[config.mk]
export PLATFORM = sky130hd
export DESIGN_NAME = panel_load_seq
export DESIGN_NICKNAME = d
export VERILOG_FILES = /design/src/rtl/panel_seq_pkg.sv /design/src/rtl/panel_seq_ctrl.sv /design/src/rtl/panel_seq_data.sv /design/src/rtl/panel_load_seq.sv
export SDC_FILE = /design/constraint.sdc
export NUM_CORES = 1
export LEC_CHECK = 0
export CORE_AREA = 4 4 109 111
export CTS_BUF_LIST = sky130_fd_sc_hd__clkbuf_8
export CTS_CLUSTER_DIAMETER = 120
export DETAILED_ROUTE_END_ITERATION = 8
export DIE_AREA = 0 0 113 115
export DONT_BUFFER_PORTS = 1
export GPL_ROUTABILITY_DRIVEN = 0
export GPL_TIMING_DRIVEN = 0
export PLACE_DENSITY_LB_ADDON = 0.1
export SLEW_MARGIN = 20
export SYNTH_ARGS = -nofsm -noshare
export SYNTH_HDL_FRONTEND = slang
export SYNTH_SLANG_ARGS = --single-unit
[constraint.sdc]
create_clock -name clk -period 3.1 [get_ports clk]
set_clock_uncertainty 0.1 [all_clocks]
set_input_delay 0.155 -clock clk [delete_from_list [all_inputs] [get_ports clk]]
set_output_delay 0.155 -clock clk [all_outputs]
set_load 0.02 [all_outputs]
[src/rtl/panel_seq_pkg.sv]
`timescale 1ns/1ps
package panel_seq_pkg;

  typedef enum logic [2:0] {
    ST_IDLE,
    ST_SHIFT,
    ST_SETTLE,
    ST_LATCH,
    ST_DISPLAY,
    ST_DONE
  } seqState_t;

  // strobes from control to datapath, one cycle ahead of the pins
  typedef struct packed {
    logic load;
    logic advance;
    logic clkHigh;
    logic leHigh;
    logic dispOn;
  } seqCtl_t;

  // nanoseconds to whole clock cycles, rounded up
  function automatic int cycFromNs(input int ns, input int periodPs);
    return (ns * 1000 + periodPs - 1) / periodPs;
  endfunction

endpackage

[src/rtl/panel_seq_ctrl.sv]
`timescale 1ns/1ps
module panel_seq_ctrl
  import panel_seq_pkg::*;
#(
  parameter int STEPS  = 16,
  parameter int HALF   = 5,
  parameter int HOLD   = 3,
  parameter int GAP    = 3,
  parameter int LEW    = 5,
  parameter int PMIN   = 100,
  parameter int DISP_W = 16,
  parameter int CNT_W  = 16,
  parameter int BIT_W  = 4
) (
  input  logic              clk,
  input  logic              rstN,
  input  logic              wordValid,
  output logic              wordReady,
  input  logic [DISP_W-1:0] dispLen,
  output seqCtl_t           ctl
);

  seqState_t        state, stateN;
  logic [CNT_W-1:0] cnt, cntN;
  logic [BIT_W-1:0] bitIdx, bitN;
  logic             hiPhase, hiN;
  logic [CNT_W-1:0] susLimit;
  logic [CNT_W-1:0] reqLen;

  assign reqLen = CNT_W'(dispLen);

  always_comb begin
    stateN    = state;
    cntN      = cnt + 1'b1;
    bitN      = bitIdx;
    hiN       = hiPhase;
    ctl       = '0;
    wordReady = (state == ST_IDLE);
    case (state)
      ST_IDLE: begin
        cntN = '0;
        if (wordValid) begin
          ctl.load = 1'b1;
          stateN   = ST_SHIFT;
          bitN     = '0;
          hiN      = 1'b0;
        end
      end
      ST_SHIFT: begin
        ctl.clkHigh = hiPhase;
        if (!hiPhase) begin
          if (bitIdx != '0 && cnt == CNT_W'(HOLD)) ctl.advance = 1'b1;
          if (cnt == CNT_W'(HALF - 1)) begin
            hiN  = 1'b1;
            cntN = '0;
          end
        end else if (cnt == CNT_W'(HALF - 1)) begin
          hiN  = 1'b0;
          cntN = '0;
          if (bitIdx == BIT_W'(STEPS - 1)) stateN = ST_SETTLE;
          else                             bitN   = bitIdx + 1'b1;
        end
      end
      ST_SETTLE: begin
        if (cnt == CNT_W'(GAP - 1)) begin
          stateN = ST_LATCH;
          cntN   = '0;
        end
      end
      ST_LATCH: begin
        ctl.leHigh = 1'b1;
        if (cnt == CNT_W'(LEW - 1)) begin
          stateN = ST_DISPLAY;
          cntN   = '0;
        end
      end
      ST_DISPLAY: begin
        ctl.dispOn = 1'b1;
        if (cnt == susLimit - 1'b1) begin
          stateN = ST_DONE;
          cntN   = '0;
        end
      end
      ST_DONE: begin
        if (cnt == CNT_W'(PMIN - 1)) begin
          stateN = ST_IDLE;
          cntN   = '0;
        end
      end
      default: stateN = ST_IDLE;
    endcase
  end

  always_ff @(posedge clk) begin
    if (!rstN) begin
      state    <= ST_IDLE;
      cnt      <= '0;
      bitIdx   <= '0;
      hiPhase  <= 1'b0;
      susLimit <= CNT_W'(PMIN);
    end else begin
      state   <= stateN;
      cnt     <= cntN;
      bitIdx  <= bitN;
      hiPhase <= hiN;
      if (ctl.load) susLimit <= (reqLen > CNT_W'(PMIN)) ? reqLen : CNT_W'(PMIN);
    end
  end

endmodule

[src/rtl/panel_seq_data.sv]
`timescale 1ns/1ps
module panel_seq_data
  import panel_seq_pkg::*;
#(
  parameter int WORD_W = 32,
  parameter int STEPS  = 16
) (
  input  logic              clk,
  input  logic              rstN,
  input  seqCtl_t           ctl,
  input  logic [WORD_W-1:0] wordData,
  output logic              sdOdd,
  output logic              sdEven,
  output logic              shiftClk,
  output logic              latchEn,
  output logic              strobe,
  output logic              sustain
);

  logic [1:0] laneOut;

  // lane 0 carries odd positions (even bit indices), lane 1 the even positions
  for (genvar ln = 0; ln < 2; ln++) begin : g_lane
    logic [STEPS-1:0] laneReg;
    logic [STEPS-1:0] laneInit;

    always_comb begin
      for (int i = 0; i < STEPS; i++) laneInit[i] = wordData[2*i + ln];
    end

    always_ff @(posedge clk) begin
      if (!rstN)            laneReg <= '0;
      else if (ctl.load)    laneReg <= laneInit;
      else if (ctl.advance) laneReg <= {laneReg[STEPS-2:0], 1'b0};
    end

    assign laneOut[ln] = laneReg[STEPS-1];
  end

  assign sdOdd  = laneOut[0];
  assign sdEven = laneOut[1];

  always_ff @(posedge clk) begin
    if (!rstN) begin
      shiftClk <= 1'b0;
      latchEn  <= 1'b0;
      strobe   <= 1'b1;
      sustain  <= 1'b0;
    end else begin
      shiftClk <= ctl.clkHigh;
      latchEn  <= ctl.leHigh;
      strobe   <= ~ctl.dispOn;
      sustain  <= ctl.dispOn;
    end
  end

endmodule

[src/rtl/panel_load_seq.sv]
`timescale 1ns/1ps
module panel_load_seq
  import panel_seq_pkg::*;
#(
  parameter int WORD_W        = 32,
  parameter int DISP_W        = 16,
  parameter int CLK_PERIOD_PS = 20000,
  parameter int SCK_HALF_NS   = 100,
  parameter int DATA_HOLD_NS  = 50,
  parameter int LE_GAP_NS     = 50,
  parameter int LE_WIDTH_NS   = 90,
  parameter int PULSE_MIN_NS  = 2000
) (
  input  logic              clk,
  input  logic              rstN,
  input  logic              wordValid,
  output logic              wordReady,
  input  logic [WORD_W-1:0] wordData,
  input  logic [DISP_W-1:0] dispLen,
  output logic              sdOdd,
  output logic              sdEven,
  output logic              shiftClk,
  output logic              latchEn,
  output logic              strobe,
  output logic              sustain
);

  localparam int STEPS  = WORD_W / 2;
  localparam int BIT_W  = $clog2(STEPS);
  localparam int HALF_C = cycFromNs(SCK_HALF_NS, CLK_PERIOD_PS);
  localparam int HOLD_C = cycFromNs(DATA_HOLD_NS, CLK_PERIOD_PS);
  localparam int GAP_C  = cycFromNs(LE_GAP_NS, CLK_PERIOD_PS);
  localparam int LEW_C  = cycFromNs(LE_WIDTH_NS, CLK_PERIOD_PS);
  localparam int PMIN_C = cycFromNs(PULSE_MIN_NS, CLK_PERIOD_PS);
  localparam int PMIN_W = $clog2(PMIN_C + 1);
  localparam int CNT_W  = (DISP_W > PMIN_W) ? DISP_W : PMIN_W;

  seqCtl_t ctl;

  panel_seq_ctrl #(
    .STEPS(STEPS), .HALF(HALF_C), .HOLD(HOLD_C), .GAP(GAP_C), .LEW(LEW_C),
    .PMIN(PMIN_C), .DISP_W(DISP_W), .CNT_W(CNT_W), .BIT_W(BIT_W)
  ) u_ctrl (
    .clk(clk), .rstN(rstN), .wordValid(wordValid), .wordReady(wordReady),
    .dispLen(dispLen), .ctl(ctl)
  );

  panel_seq_data #(.WORD_W(WORD_W), .STEPS(STEPS)) u_data (
    .clk(clk), .rstN(rstN), .ctl(ctl), .wordData(wordData),
    .sdOdd(sdOdd), .sdEven(sdEven), .shiftClk(shiftClk), .latchEn(latchEn),
    .strobe(strobe), .sustain(sustain)
  );

endmodule

==> impl_metrics.prom, run 1 <==
# TYPE chip_impl_metric gauge
chip_impl_info{name="run_status",value="completed"} 1
chip_impl_metric{name="grt_start_max_net_pins",unit=""} 15
chip_impl_metric{name="power_density",unit="mW/mm^2"} 677
chip_impl_metric{name="finalNetCount",unit=""} 578
chip_impl_metric{name="clock_pin_slew_worst_setup_and_hold_paths",unit="ns"} 0.08
chip_impl_metric{name="worstPathRequired",unit="ns"} 3.22
chip_impl_metric{name="fin_tns_setup",unit="ns"} 0
chip_impl_metric{name="syn-instance-count",unit=""} 462
chip_impl_metric{name="flip_flop_and_latch_count_after_synthesis",unit=""} 76
chip_impl_metric{name="coreArea",unit="mm^2"} 0.0108
chip_impl_metric{name="internal_power",unit="mW"} 2.01
chip_impl_metric{name="wirelength_met1",unit="mm"} 4.63
chip_impl_info{name="start_kind",value="flip-flop"} 1
chip_impl_metric{name="final.period_utilization",unit=""} 0.916
chip_impl_metric{name="max_transition_viols_final",unit=""} 0
chip_impl_metric{name="ff2ff_path_depth",unit=""} 9
chip_impl_metric{name="worstSkewPairLatency",unit="ns"} 0.36
chip_impl_metric{name="floorplan.die.width",unit="um"} 113
chip_impl_metric{name="synth-seq-area-share",unit=""} 0.402
chip_impl_info{name="ys_top_cells_by_count",value="76 x sky130_fd_sc_hd__dfxtp_1, 68 x sky130_fd_sc_hd__nand2_1, 42 x sky130_fd_sc_hd__a21oi_1, 41 x sky130_fd_sc_hd__nor2_1, 32 x sky130_fd_sc_hd__a22oi_1"} 1
chip_impl_metric{name="postSynthAreaPerCell",unit="um^2"} 8.19
chip_impl_metric{name="first_global_vias",unit=""} 3409
chip_impl_info{name="worst_r2r_startpoint",value="u_ctrl.susLimit[5]"} 1
chip_impl_info{name="top_layer",value="met4"} 1
chip_impl_info{name="synth_flop_cell",value="sky130_fd_sc_hd__dfxtp_1"} 1
chip_impl_metric{name="synth-warning-count",unit=""} 0
chip_impl_metric{name="comb_pwr_share",unit=""} 0.321
chip_impl_metric{name="synth_cell_types",unit=""} 55
chip_impl_metric{name="timing.critical_path.fanout_max",unit=""} 10
chip_impl_info{name="cts.root.buffer_cell",value="sky130_fd_sc_hd__clkbuf_8"} 1
chip_impl_metric{name="wl_per_cell",unit="um"} 15.5
chip_impl_info{name="hold_path_end",value="u_ctrl.susLimit[5]"} 1
chip_impl_info{name="yosys.cell_count.top_type",value="sky130_fd_sc_hd__dfxtp_1"} 1
chip_impl_metric{name="antenna_found_initial",unit=""} 0
chip_impl_metric{name="mappedNetlistNets",unit=""} 519
chip_impl_metric{name="postRouteWirelength",unit="mm"} 10.3
chip_impl_info{name="hold_path.class",value="in2reg"} 1
chip_impl_metric{name="proportion_of_layout_cells_with_a_drive_suffix_above_1",unit=""} 0.0589
chip_impl_metric{name="drc",unit=""} 0
chip_impl_metric{name="sequentialPowerShare",unit=""} 0.400
chip_impl_metric{name="area_growth_syn_to_layout",unit="%"} 23.5
chip_impl_metric{name="max-clock-path-buffers",unit=""} 2
chip_impl_metric{name="ios",unit=""} 58
chip_impl_metric{name="worst_ir_drop_vdd",unit="mV"} 0.470
chip_impl_metric{name="total_grt_overflow",unit=""} 0
chip_impl_metric{name="fill_cells",unit=""} 1073
chip_impl_metric{name="dpl-instance-area",unit="mm^2"} 0.00396
chip_impl_metric{name="synth-edff-count",unit=""} 0
chip_impl_metric{name="fin_total_pwr",unit="mW"} 3.16
chip_impl_metric{name="syn-cell-area",unit="mm^2"} 0.00378
chip_impl_metric{name="dr_wl_met2",unit="mm"} 5.09
chip_impl_metric{name="max_freq",unit="MHz"} 352
chip_impl_metric{name="num_rows",unit=""} 38
chip_impl_metric{name="fin_area",unit="mm^2"} 0.00467
chip_impl_metric{name="dieArea",unit="mm^2"} 0.0130
chip_impl_metric{name="dp_hpwl",unit="mm"} 7.61
chip_impl_metric{name="timing.hold.worst_path_depth",unit=""} 3
chip_impl_info{name="cts_tree",value="yes"} 1
chip_impl_info{name="hold_path_startpoint",value="dispLen[12]"} 1
chip_impl_metric{name="number_of_routed_nets_with_antenna_violations",unit=""} 0
chip_impl_metric{name="timing.max_slew.rel_slack",unit=""} 0.429
chip_impl_info{name="synth_top_cell_by_area",value="sky130_fd_sc_hd__dfxtp_1"} 1
chip_impl_metric{name="starting_density",unit=""} 0.350
chip_impl_metric{name="worstMarginPinSlew",unit="ns"} 0.850
chip_impl_metric{name="switchingPower",unit="mW"} 1.15
chip_impl_metric{name="reg2reg_slack",unit="ns"} 0.26
chip_impl_metric{name="numCtsBuffers",unit=""} 9
chip_impl_metric{name="met3_wirelength",unit="um"} 473
chip_impl_metric{name="post-route-util",unit=""} 0.433
chip_impl_metric{name="finalCriticalPeriod",unit="ns"} 2.84
chip_impl_metric{name="final_setup_margin",unit="ns"} 0.261
chip_impl_metric{name="clkPwrFrac",unit=""} 0.279
chip_impl_metric{name="synth.top_cell.area_share",unit=""} 0.402
chip_impl_metric{name="switching_share",unit=""} 0.365
chip_impl_metric{name="cts.htree.levels",unit=""} 3
chip_impl_metric{name="clock_sink_count",unit=""} 76
chip_impl_metric{name="worst_ep_arrival_time",unit="ns"} 2.96
chip_impl_metric{name="antennaDiodeCount",unit=""} 0
chip_impl_metric{name="via_per_inst",unit=""} 5.22
chip_impl_metric{name="cts.repair_timing.setup_buffer_count",unit=""} 0
chip_impl_metric{name="ys_async_sr_fraction",unit=""} 0
chip_impl_info{name="endpoint_of_the_worst_slack_reg_to_reg_timing_path",value="u_ctrl.cnt[8]"} 1
chip_impl_metric{name="drt_first_pass_iters",unit=""} 4
chip_impl_metric{name="grt_usage",unit=""} 0.164
chip_impl_metric{name="die-height",unit="um"} 115
chip_impl_metric{name="route.vias.total",unit=""} 3477
chip_impl_info{name="criticalPathCategory",value="reg2reg"} 1
chip_impl_metric{name="drt_iter0_drc",unit=""} 145
chip_impl_metric{name="final-setup-viol-count",unit=""} 0
chip_impl_metric{name="count_of_buffers_from_port_buffering",unit=""} 0
chip_impl_info{name="setup.worst_path.end_class",value="flip-flop"} 1
chip_impl_metric{name="post-place-ws",unit="ns"} 0.191
chip_impl_metric{name="drv.max_cap_violation_count",unit=""} 0
chip_impl_metric{name="leakage",unit="nW"} 1.58
chip_impl_metric{name="hold_viol",unit=""} 0
chip_impl_metric{name="global_route_wire_length_before_repair",unit="mm"} 17.1
chip_impl_info{name="netlist_top_cells_area",value="sky130_fd_sc_hd__dfxtp_1 40%, sky130_fd_sc_hd__nand2_1 6.7%, sky130_fd_sc_hd__a22oi_1 6.4%"} 1
chip_impl_info{name="rsz0062_at_grt",value="false"} 1
-- layout make-up --
cell class / count / area (um^2) / area share
multi-input combinational: 344 / 2100 / 0.449
sequential: 76 / 1520 / 0.326
timing repair buffer: 48 / 480 / 0.103
tap: 140 / 175 / 0.0375
clock buffer: 10 / 138 / 0.0295
buffer: 30 / 123 / 0.0262
clock inverter: 6 / 93.8 / 0.0201
inverter: 12 / 45.0 / 0.00964
-- worst max-delay path by stage --
stage	start	to	slack [ns]
final	u_ctrl.susLimit[5]	u_ctrl.cnt[8]	0.26
after CTS	u_ctrl.cnt[12]	u_data.g_lane[1].laneReg[11]	0.18
after detailed placement	u_ctrl.cnt[12]	u_data.g_lane[1].laneReg[11]	0.19
after global routing	u_ctrl.susLimit[2]	u_ctrl.cnt[7]	0.06
after global placement	u_ctrl.cnt[12]	u_data.g_lane[1].laneReg[4]	0.24
after floorplan	u_ctrl.susLimit[5]	u_ctrl.cnt[2]	0.66
-- cell usage in the layout, fill, tap and decap left out, types with 2 or more instances in the layout --
master	synthesis	routed
sky130_fd_sc_hd__a31oi_1	3	3
sky130_fd_sc_hd__mux2i_1	3	3
sky130_fd_sc_hd__o21ai_0	6	6
sky130_fd_sc_hd__o31ai_1	2	2
sky130_fd_sc_hd__inv_6	0	2
sky130_fd_sc_hd__nand3b_1	2	2
sky130_fd_sc_hd__clkbuf_8	0	10
sky130_fd_sc_hd__nand3_1	14	14
sky130_fd_sc_hd__and3_1	7	7
sky130_fd_sc_hd__a211oi_1	4	4
sky130_fd_sc_hd__and4_1	2	2
sky130_fd_sc_hd__xnor2_1	19	19
sky130_fd_sc_hd__a21oi_1	42	42
sky130_fd_sc_hd__buf_2	2	2
sky130_fd_sc_hd__dlygate4sd3_1	0	48
sky130_fd_sc_hd__a22oi_1	32	32
sky130_fd_sc_hd__nor4_4	2	2
sky130_fd_sc_hd__dfxtp_1	76	76
sky130_fd_sc_hd__ha_1	6	6
sky130_fd_sc_hd__clkbuf_1	26	26
sky130_fd_sc_hd__o22ai_1	2	2
sky130_fd_sc_hd__nand4_1	5	5
sky130_fd_sc_hd__and2_1	4	4
sky130_fd_sc_hd__nor2_1	41	40
sky130_fd_sc_hd__nor2b_1	2	2
sky130_fd_sc_hd__nor4_1	7	7
sky130_fd_sc_hd__nand2_1	68	68
sky130_fd_sc_hd__bufinv_16	0	2
sky130_fd_sc_hd__nand2b_1	2	2
sky130_fd_sc_hd__nor3b_1	2	2
sky130_fd_sc_hd__a311oi_1	2	2
sky130_fd_sc_hd__nor3_1	26	26
sky130_fd_sc_hd__inv_1	11	11
sky130_fd_sc_hd__o211ai_1	2	2
sky130_fd_sc_hd__xor2_1	16	16
-- state kept, by name, indices dropped and copies added, names as in the netlist --
register               count
u_data.g_lane.laneReg     32
u_ctrl.cnt                16
u_ctrl.susLimit           16
u_ctrl.bitIdx              4
u_ctrl.state               3
u_ctrl.hiPhase             1
u_data.latchEn             1
u_data.shiftClk            1
u_data.strobe              1
u_data.sustain             1
-- worst max-delay path, cell delays in order, from the launching register on --
cell	delay (ns)
sky130_fd_sc_hd__dfxtp_1	0.39
sky130_fd_sc_hd__nor4_4	0.43
sky130_fd_sc_hd__and4b_1	0.24
sky130_fd_sc_hd__buf_2	0.16
sky130_fd_sc_hd__nand3b_2	0.11
sky130_fd_sc_hd__a2111oi_4	0.37
sky130_fd_sc_hd__o2111ai_2	0.30
sky130_fd_sc_hd__a21oi_4	0.35
sky130_fd_sc_hd__buf_6	0.18
sky130_fd_sc_hd__nor3_1	0.05
-- kinds of logic (layout without fill, tap and decap cells) --
logic type | Yosys count | count (layout) | synth area share
adders and majority gates | 6 | 6 | 0.0198
AOI/OAI and AO/OA | 111 | 111 | 0.203
muxes | 3 | 3 | 0.00794
and+or+nand+nor | 189 | 189 | 0.242
buffers and inverters | 42 | 106 | 0.0443
xor gates and xnor gates | 35 | 35 | 0.0810
DFF | 76 | 76 | 0.402
-- power by group through the flow --
stage	Sequential, mW	Combinational [mW]	Clock (mW)
floorplan	1.25	0.765	0
global placement	1.29	0.950	0
detailed placement	1.29	0.968	0
CTS	1.27	1.02	0.903
global route	1.29	1.14	0.940
finish	1.27	1.02	0.881
-- per-layer routing --
layer	GRT usage	vias up
li1	-	1762
met1	0.202	1636
met5	0	-
met2	0.283	71
met3	0.0442	8
met4	0.0441	0
-- metrics by stage --
stage | cells | hold slack [ns]
CTS | 666 | 0.0158
detailed placement | 602 | 0.190
finish | 666 | 0.0302
floorplan | 462 | 0.179
global placement | 602 | 0.184
global route | 666 | 0.0287
-- timing repair --
action	CTS	global route
hold endpoints to repair	48	0
hold buffers	48	0
gates resized for setup	0	1
endpoints found under the setup margin	0	15
Note: power is estimated with default switching activity, not from simulation.
==> inputs of run 2 (changes only) <==
SETUP_SLACK_MARGIN = 0.5   (was unset)
==> impl_metrics.prom, run 2 (same netlist as run 1, synthesis figures left out) <==
# TYPE chip_impl_metric gauge
chip_impl_metric{name="clock_sink_count",unit=""} 76
chip_impl_info{name="setup.worst_path.end_class",value="flip-flop"} 1
chip_impl_info{name="cts_tree",value="yes"} 1
chip_impl_metric{name="route.vias.total",unit=""} 3512
chip_impl_metric{name="leakage",unit="nW"} 1.67
chip_impl_metric{name="hold_viol",unit=""} 0
chip_impl_metric{name="dpl-instance-area",unit="mm^2"} 0.00396
chip_impl_metric{name="number_of_routed_nets_with_antenna_violations",unit=""} 0
chip_impl_metric{name="num_rows",unit=""} 38
chip_impl_metric{name="floorplan.die.width",unit="um"} 113
chip_impl_metric{name="timing.critical_path.fanout_max",unit=""} 10
chip_impl_metric{name="cp_slowest_stage_delay",unit="ns"} 0.43
chip_impl_metric{name="fin_area",unit="mm^2"} 0.00482
chip_impl_metric{name="area_growth_syn_to_layout",unit="%"} 27.6
chip_impl_metric{name="worst_ir_drop_vdd",unit="mV"} 0.428
chip_impl_metric{name="numCtsBuffers",unit=""} 9
chip_impl_metric{name="finalCriticalPeriod",unit="ns"} 2.47
chip_impl_info{name="criticalPathCategory",value="reg2reg"} 1
chip_impl_metric{name="timing.max_slew.rel_slack",unit=""} 0.512
chip_impl_metric{name="dieArea",unit="mm^2"} 0.0130
chip_impl_metric{name="final_setup_margin",unit="ns"} 0.629
chip_impl_metric{name="drv.max_cap_violation_count",unit=""} 0
chip_impl_info{name="most-common-layout-cells",value="72 x sky130_fd_sc_hd__dfxtp_1, 68 x sky130_fd_sc_hd__nand2_1, 48 x sky130_fd_sc_hd__dlygate4sd3_1, 42 x sky130_fd_sc_hd__a21oi_1, 39 x sky130_fd_sc_hd__nor2_1"} 1
chip_impl_metric{name="power_density",unit="mW/mm^2"} 672
chip_impl_metric{name="clock_pin_slew_worst_setup_and_hold_paths",unit="ns"} 0.08
chip_impl_metric{name="max-clock-path-buffers",unit=""} 2
chip_impl_metric{name="wl_per_cell",unit="um"} 15.5
chip_impl_info{name="largest-register",value="u_data.g_lane.laneReg"} 1
chip_impl_info{name="critical_path.slowest_cell",value="sky130_fd_sc_hd__clkbuf_1"} 1
chip_impl_metric{name="die-height",unit="um"} 115
chip_impl_metric{name="first_global_vias",unit=""} 3434
chip_impl_metric{name="antenna_found_initial",unit=""} 0
chip_impl_metric{name="worstSkewPairLatency",unit="ns"} 0.36
chip_impl_info{name="cts.root.buffer_cell",value="sky130_fd_sc_hd__clkbuf_8"} 1
chip_impl_info{name="start_kind",value="flip-flop"} 1
chip_impl_metric{name="proportion_of_layout_cells_with_a_drive_suffix_above_1",unit=""} 0.113
chip_impl_info{name="mostFrequentLayoutCell",value="sky130_fd_sc_hd__dfxtp_1"} 1
chip_impl_info{name="rsz0062_at_grt",value="false"} 1
chip_impl_metric{name="grt_start_max_net_pins",unit=""} 15
chip_impl_info{name="biggestRegsByFlops",value="u_data.g_lane.laneReg (32), u_ctrl.cnt (16), u_ctrl.susLimit (16)"} 1
chip_impl_metric{name="drt_first_pass_iters",unit=""} 4
chip_impl_metric{name="postRouteWirelength",unit="mm"} 10.4
chip_impl_metric{name="grt_usage",unit=""} 0.164
chip_impl_metric{name="drt_iter0_drc",unit=""} 152
chip_impl_metric{name="final-setup-viol-count",unit=""} 0
chip_impl_metric{name="post-place-ws",unit="ns"} 0.191
chip_impl_metric{name="final.period_utilization",unit=""} 0.797
chip_impl_metric{name="worst_ep_arrival_time",unit="ns"} 2.62
chip_impl_metric{name="cts.htree.levels",unit=""} 3
chip_impl_metric{name="drc",unit=""} 0
chip_impl_metric{name="antennaDiodeCount",unit=""} 0
chip_impl_metric{name="starting_density",unit=""} 0.350
chip_impl_info{name="run_status",value="completed"} 1
chip_impl_metric{name="worstMarginPinSlew",unit="ns"} 0.727
chip_impl_metric{name="total_grt_overflow",unit=""} 0
chip_impl_metric{name="via_per_inst",unit=""} 5.23
chip_impl_metric{name="worstPathRequired",unit="ns"} 3.25
chip_impl_metric{name="coreArea",unit="mm^2"} 0.0108
chip_impl_metric{name="largest_register_ff_count",unit=""} 32
chip_impl_metric{name="max_freq",unit="MHz"} 405
chip_impl_metric{name="max_transition_viols_final",unit=""} 0
chip_impl_info{name="hold_path.class",value="in2reg"} 1
chip_impl_metric{name="fin_tns_setup",unit="ns"} 0
chip_impl_metric{name="global_route_wire_length_before_repair",unit="mm"} 17.2
chip_impl_info{name="path_cells",value="clkbuf_1 -> nor2_1 -> o221a_2 -> a311oi_2 -> a211oi_2 -> o2111ai_4 -> buf_4 -> nor3_1 -> a311o_1"} 1
chip_impl_metric{name="dp_hpwl",unit="mm"} 7.61
chip_impl_metric{name="ios",unit=""} 58
chip_impl_metric{name="finalNetCount",unit=""} 584
chip_impl_metric{name="count_of_buffers_from_port_buffering",unit=""} 0
==> run 2: changes by cell type in the layout (fill, tap and decap cells not counted), moves of 4 or more <==
cell / previous run / this run
sky130_fd_sc_hd__dfxtp_1: 76 / 72
sky130_fd_sc_hd__clkbuf_2: 0 / 9
sky130_fd_sc_hd__buf_4: 0 / 5
sky130_fd_sc_hd__dfxtp_2: 0 / 4
sky130_fd_sc_hd__clkbuf_1: 26 / 16
==> run 2: area by class of cell <==
| class | count | area, um^2 |
|---|---|---|
| clock inverters | 6 | 93.8 |
| multi-input cells | 344 | 2180 |
| inverters | 12 | 45.0 |
| plain buffers | 30 | 140 |
| fillers | 1062 | 5970 |
| repair buffers | 54 | 529 |
| well taps | 140 | 175 |
| flip-flops and latches | 76 | 1530 |
| clock buffers | 10 | 138 |
==> run 2: stage by stage <==
stage | hold slack [ns] | instances | util | power [mW]
after floorplan | 0.179 | 462 | - | 2.02
after CTS | 0.0158 | 671 | 0.439 | 3.23
after global placement | 0.184 | 602 | 0.367 | 2.24
after detailed placement | 0.190 | 602 | 0.367 | 2.26
after global routing | 0.0213 | 672 | 0.447 | 3.46
final | 0.0204 | 672 | 0.447 | 3.24
==> run 2: report_power, final <==
part | total [mW] | internal (mW) | switching (mW) | leakage [nW]
Clock | 0.883 | 0.482 | 0.400 | 0.113
Sequential | 1.27 | 1.13 | 0.142 | 0.620
Combinational | 1.09 | 0.447 | 0.642 | 0.942
Total | 3.24 | 2.06 | 1.18 | 1.67
==> run 2: timing repair <==
| action | 4_1_cts | 5_1_grt |
|---|---|---|
| buffers inserted | 5 | 1 |
| pin swaps | 4 | 6 |
| endpoints found under the hold margin | 48 | 0 |
| gates resized for setup | 9 | 30 |
| setup endpoints to repair | 60 | 64 |
| hold buffers | 48 | 0 |
==> run 2: routing by layer <==
metal | global-route usage | routed length [um] | vias to the layer above
met5 | 0 | 0 | -
li1 | - | - | 1771
met1 | 0.203 | 4650 | 1656
met3 | 0.0442 | 497 | 8
met2 | 0.284 | 5150 | 77
met4 | 0.0449 | 121 | 0
==> run 2: worst paths after layout <==
check / cells after the start / slack [ns] / to / start
hold reg to reg: 2 / 0.36 / u_data.g_lane[1].laneReg[8] / u_data.g_lane[1].laneReg[8]
setup / recovery: 9 / 0.63 / u_ctrl.state[0] / u_ctrl.cnt[6]
hold / removal: 3 / 0.02 / u_ctrl.susLimit[5] / dispLen[12]
setup reg to reg: 9 / 0.63 / u_ctrl.state[0] / u_ctrl.cnt[6]
==> run 2: worst max-delay path: cells and delay by family, from the launching register on <==
family,cells,cell delay [ns]
buffers and inverters,2,0.60
AO/OA/AOI/OAI,5,1.18
AND/OR/NAND/NOR,2,0.13
flip-flops,1,0.37
==> inputs of run 3 (changes only) <==
clock period = 2.35 ns   (was 3.1 ns; I/O delays follow)
==> impl_metrics.prom, run 3 (same netlist as run 1, synthesis figures left out) <==
# TYPE chip_impl_metric gauge
chip_impl_metric{name="clock_sink_count",unit=""} 76
chip_impl_metric{name="drc",unit=""} 0
chip_impl_info{name="hold_path_end",value="u_ctrl.susLimit[2]"} 1
chip_impl_metric{name="number_of_routed_nets_with_antenna_violations",unit=""} 0
chip_impl_info{name="run_status",value="finished with violations"} 1
chip_impl_metric{name="ios",unit=""} 58
chip_impl_metric{name="final.period_utilization",unit=""} 1.04
chip_impl_info{name="hold_path_startpoint",value="wordValid"} 1
chip_impl_info{name="cpMostUsedCell",value="sky130_fd_sc_hd__buf_6"} 1
chip_impl_metric{name="post-place-ws",unit="ns"} -0.322
chip_impl_info{name="worst_r2r_startpoint",value="u_ctrl.susLimit[3]"} 1
chip_impl_metric{name="wl_per_cell",unit="um"} 15.5
chip_impl_metric{name="timing.max_slew.rel_slack",unit=""} 0.345
chip_impl_metric{name="dp_hpwl",unit="mm"} 7.63
chip_impl_metric{name="worst_ir_drop_vdd",unit="mV"} 0.503
chip_impl_metric{name="count_of_buffers_from_port_buffering",unit=""} 0
chip_impl_metric{name="reg2reg_slack",unit="ns"} -0.08
chip_impl_info{name="cts.root.buffer_cell",value="sky130_fd_sc_hd__clkbuf_8"} 1
chip_impl_metric{name="drt_iter0_drc",unit=""} 176
chip_impl_info{name="setup.worst_path.end_class",value="flip-flop"} 1
chip_impl_metric{name="fill_cells",unit=""} 1073
chip_impl_metric{name="final_setup_margin",unit="ns"} -0.0830
chip_impl_info{name="critical_path.slowest_cell",value="sky130_fd_sc_hd__a2111oi_4"} 1
chip_impl_metric{name="num_rows",unit=""} 38
chip_impl_info{name="largest-register",value="u_data.g_lane.laneReg"} 1
chip_impl_metric{name="starting_density",unit=""} 0.350
chip_impl_metric{name="finalNetCount",unit=""} 591
chip_impl_metric{name="die-height",unit="um"} 115
chip_impl_metric{name="numCtsBuffers",unit=""} 9
chip_impl_info{name="path_cells",value="buf_6 -> nor4_4 -> and4b_1 -> buf_6 -> nand3b_4 -> a2111oi_4 -> o2111ai_4 -> a21oi_4 -> buf_6 -> nor3_1"} 1
chip_impl_info{name="hold_path.class",value="in2reg"} 1
chip_impl_metric{name="hold_viol",unit=""} 0
chip_impl_metric{name="worstSkewPairLatency",unit="ns"} 0.34
chip_impl_metric{name="finalCriticalPeriod",unit="ns"} 2.43
chip_impl_info{name="criticalPathCategory",value="reg2reg"} 1
chip_impl_metric{name="drv.max_cap_violation_count",unit=""} 0
chip_impl_metric{name="clock_pin_slew_worst_setup_and_hold_paths",unit="ns"} 0.07
chip_impl_metric{name="antennaDiodeCount",unit=""} 0
chip_impl_metric{name="proportion_of_layout_cells_with_a_drive_suffix_above_1",unit=""} 0.181
chip_impl_metric{name="grt_usage",unit=""} 0.163
chip_impl_metric{name="dpl-instance-area",unit="mm^2"} 0.00403
chip_impl_metric{name="fin_area",unit="mm^2"} 0.00504
chip_impl_metric{name="max-clock-path-buffers",unit=""} 2
chip_impl_metric{name="timing.hold.worst_path_depth",unit=""} 5
chip_impl_metric{name="grt_start_max_net_pins",unit=""} 12
chip_impl_metric{name="route.vias.total",unit=""} 3513
chip_impl_info{name="critical-path-top-delay-family",value="compound AO/OA/AOI/OAI gates"} 1
chip_impl_metric{name="cp_num_buf_inv",unit=""} 3
chip_impl_metric{name="global_route_wire_length_before_repair",unit="mm"} 17.2
chip_impl_info{name="most-common-layout-cells",value="67 x sky130_fd_sc_hd__nand2_1, 66 x sky130_fd_sc_hd__dfxtp_1, 48 x sky130_fd_sc_hd__dlygate4sd3_1, 40 x sky130_fd_sc_hd__a21oi_1, 37 x sky130_fd_sc_hd__nor2_1"} 1
chip_impl_metric{name="drt_first_pass_iters",unit=""} 4
chip_impl_metric{name="via_per_inst",unit=""} 5.19
chip_impl_info{name="cts_tree",value="yes"} 1
chip_impl_metric{name="power_density",unit="mW/mm^2"} 873
chip_impl_metric{name="timing.critical_path.fanout_max",unit=""} 5
chip_impl_metric{name="worstMarginPinSlew",unit="ns"} 0.974
chip_impl_metric{name="total_grt_overflow",unit=""} 0
chip_impl_metric{name="ff2ff_path_depth",unit=""} 10
chip_impl_metric{name="leakage",unit="nW"} 1.79
chip_impl_metric{name="postRouteWirelength",unit="mm"} 10.5
chip_impl_metric{name="max_freq",unit="MHz"} 411
chip_impl_metric{name="antenna_found_initial",unit=""} 0
chip_impl_metric{name="worstPathRequired",unit="ns"} 2.46
chip_impl_metric{name="max_transition_viols_final",unit=""} 0
chip_impl_metric{name="coreArea",unit="mm^2"} 0.0108
chip_impl_metric{name="cts.htree.levels",unit=""} 3
chip_impl_info{name="endpoint_of_the_worst_slack_reg_to_reg_timing_path",value="u_ctrl.cnt[2]"} 1
chip_impl_metric{name="floorplan.die.width",unit="um"} 113
chip_impl_info{name="failed_checks",value="setup timing"} 1
chip_impl_metric{name="first_global_vias",unit=""} 3470
chip_impl_info{name="mostFrequentLayoutCell",value="sky130_fd_sc_hd__nand2_1"} 1
chip_impl_metric{name="cp_slowest_stage_delay",unit="ns"} 0.36
chip_impl_info{name="biggestRegsByFlops",value="u_data.g_lane.laneReg (32), u_ctrl.cnt (16), u_ctrl.susLimit (16)"} 1
chip_impl_info{name="rsz0062_at_grt",value="true"} 1
chip_impl_info{name="start_kind",value="flip-flop"} 1
chip_impl_metric{name="worst_ep_arrival_time",unit="ns"} 2.54
chip_impl_metric{name="largest_register_ff_count",unit=""} 32
chip_impl_metric{name="final-setup-viol-count",unit=""} 18
chip_impl_metric{name="dieArea",unit="mm^2"} 0.0130
chip_impl_metric{name="area_growth_syn_to_layout",unit="%"} 33.2
-- run 3: final cells by class --
| type | instances | area (um^2) | share of cell area |
|---|---|---|---|
| Buffer | 30 | 225 | 0.0447 |
| Clock buffer | 11 | 151 | 0.0300 |
| Clock inverter | 3 | 38.8 | 0.00770 |
| Inverter | 12 | 45.0 | 0.00894 |
| Multi-Input combinational cell | 344 | 2280 | 0.453 |
| Sequential cell | 76 | 1530 | 0.304 |
| Tap cell | 140 | 175 | 0.0348 |
| Timing Repair Buffer | 61 | 586 | 0.116 |
-- run 3: power breakdown --
group          switching [mW]  leakage, nW  internal (mW)
clock network           0.452        0.102          0.532
registers               0.201        0.622           1.50
logic                   0.942         1.06          0.778
total                    1.59         1.79           2.81
-- run 3: what timing repair did --
item / 4_1_cts / 5_1_grt
gates cloned: 0 / 1
hold endpoints to repair: 48 / 0
gates resized for setup: 51 / 22
pin swaps: 12 / 7
buffers inserted: 9 / 3
setup endpoints to repair: 72 / 67
hold buffers: 48 / 0
-- run 3: worst min-delay path, delay by kind of cell --
family | cells | cell delay [ns]
AND/OR/NAND/NOR | 2 | 0.14
AO/OA/AOI/OAI | 2 | 0.13
buffers and inverters | 1 | 0.05
-- run 3: stage by stage --
stage,cells,util,power (mW),setup TNS [ns],hold WS [ns]
CTS,673,0.460,4.35,-1.42,0.0152
floorplan,462,-,2.73,0,0.142
finish,677,0.467,4.40,-1.13,0.0263
global route,677,0.467,4.70,-3.78,0.0474
global placement,602,0.374,3.05,-4.04,0.157
detailed placement,602,0.374,3.07,-4.04,0.153
-- run 3: worst max path at each step --
| stage | start | end | slack (ns) | cells past startpoint |
|---|---|---|---|---|
| floorplan | u_ctrl.susLimit[8] | u_ctrl.cnt[2] | 0.07 | 9 |
| global placement | u_ctrl.susLimit[6] | u_ctrl.cnt[6] | -0.32 | 9 |
| detailed placement | u_ctrl.susLimit[6] | u_ctrl.cnt[7] | -0.32 | 9 |
| CTS | u_ctrl.susLimit[3] | u_ctrl.cnt[7] | -0.1 | 10 |
| global route | u_ctrl.susLimit[3] | u_ctrl.state[2] | -0.23 | 10 |
| finish | u_ctrl.susLimit[3] | u_ctrl.cnt[2] | -0.08 | 10 |
-- run 3: per-layer routing --
layer	part of all wire	routed length (um)	GRT usage	vias to the layer above
li1	-	-	-	1792
met1	0.45	4690	0.205	1656
met2	0.50	5290	0.280	56
met3	0.040	424	0.0358	9
met4	0.011	113	0.0481	0
met5	0	0	0	-
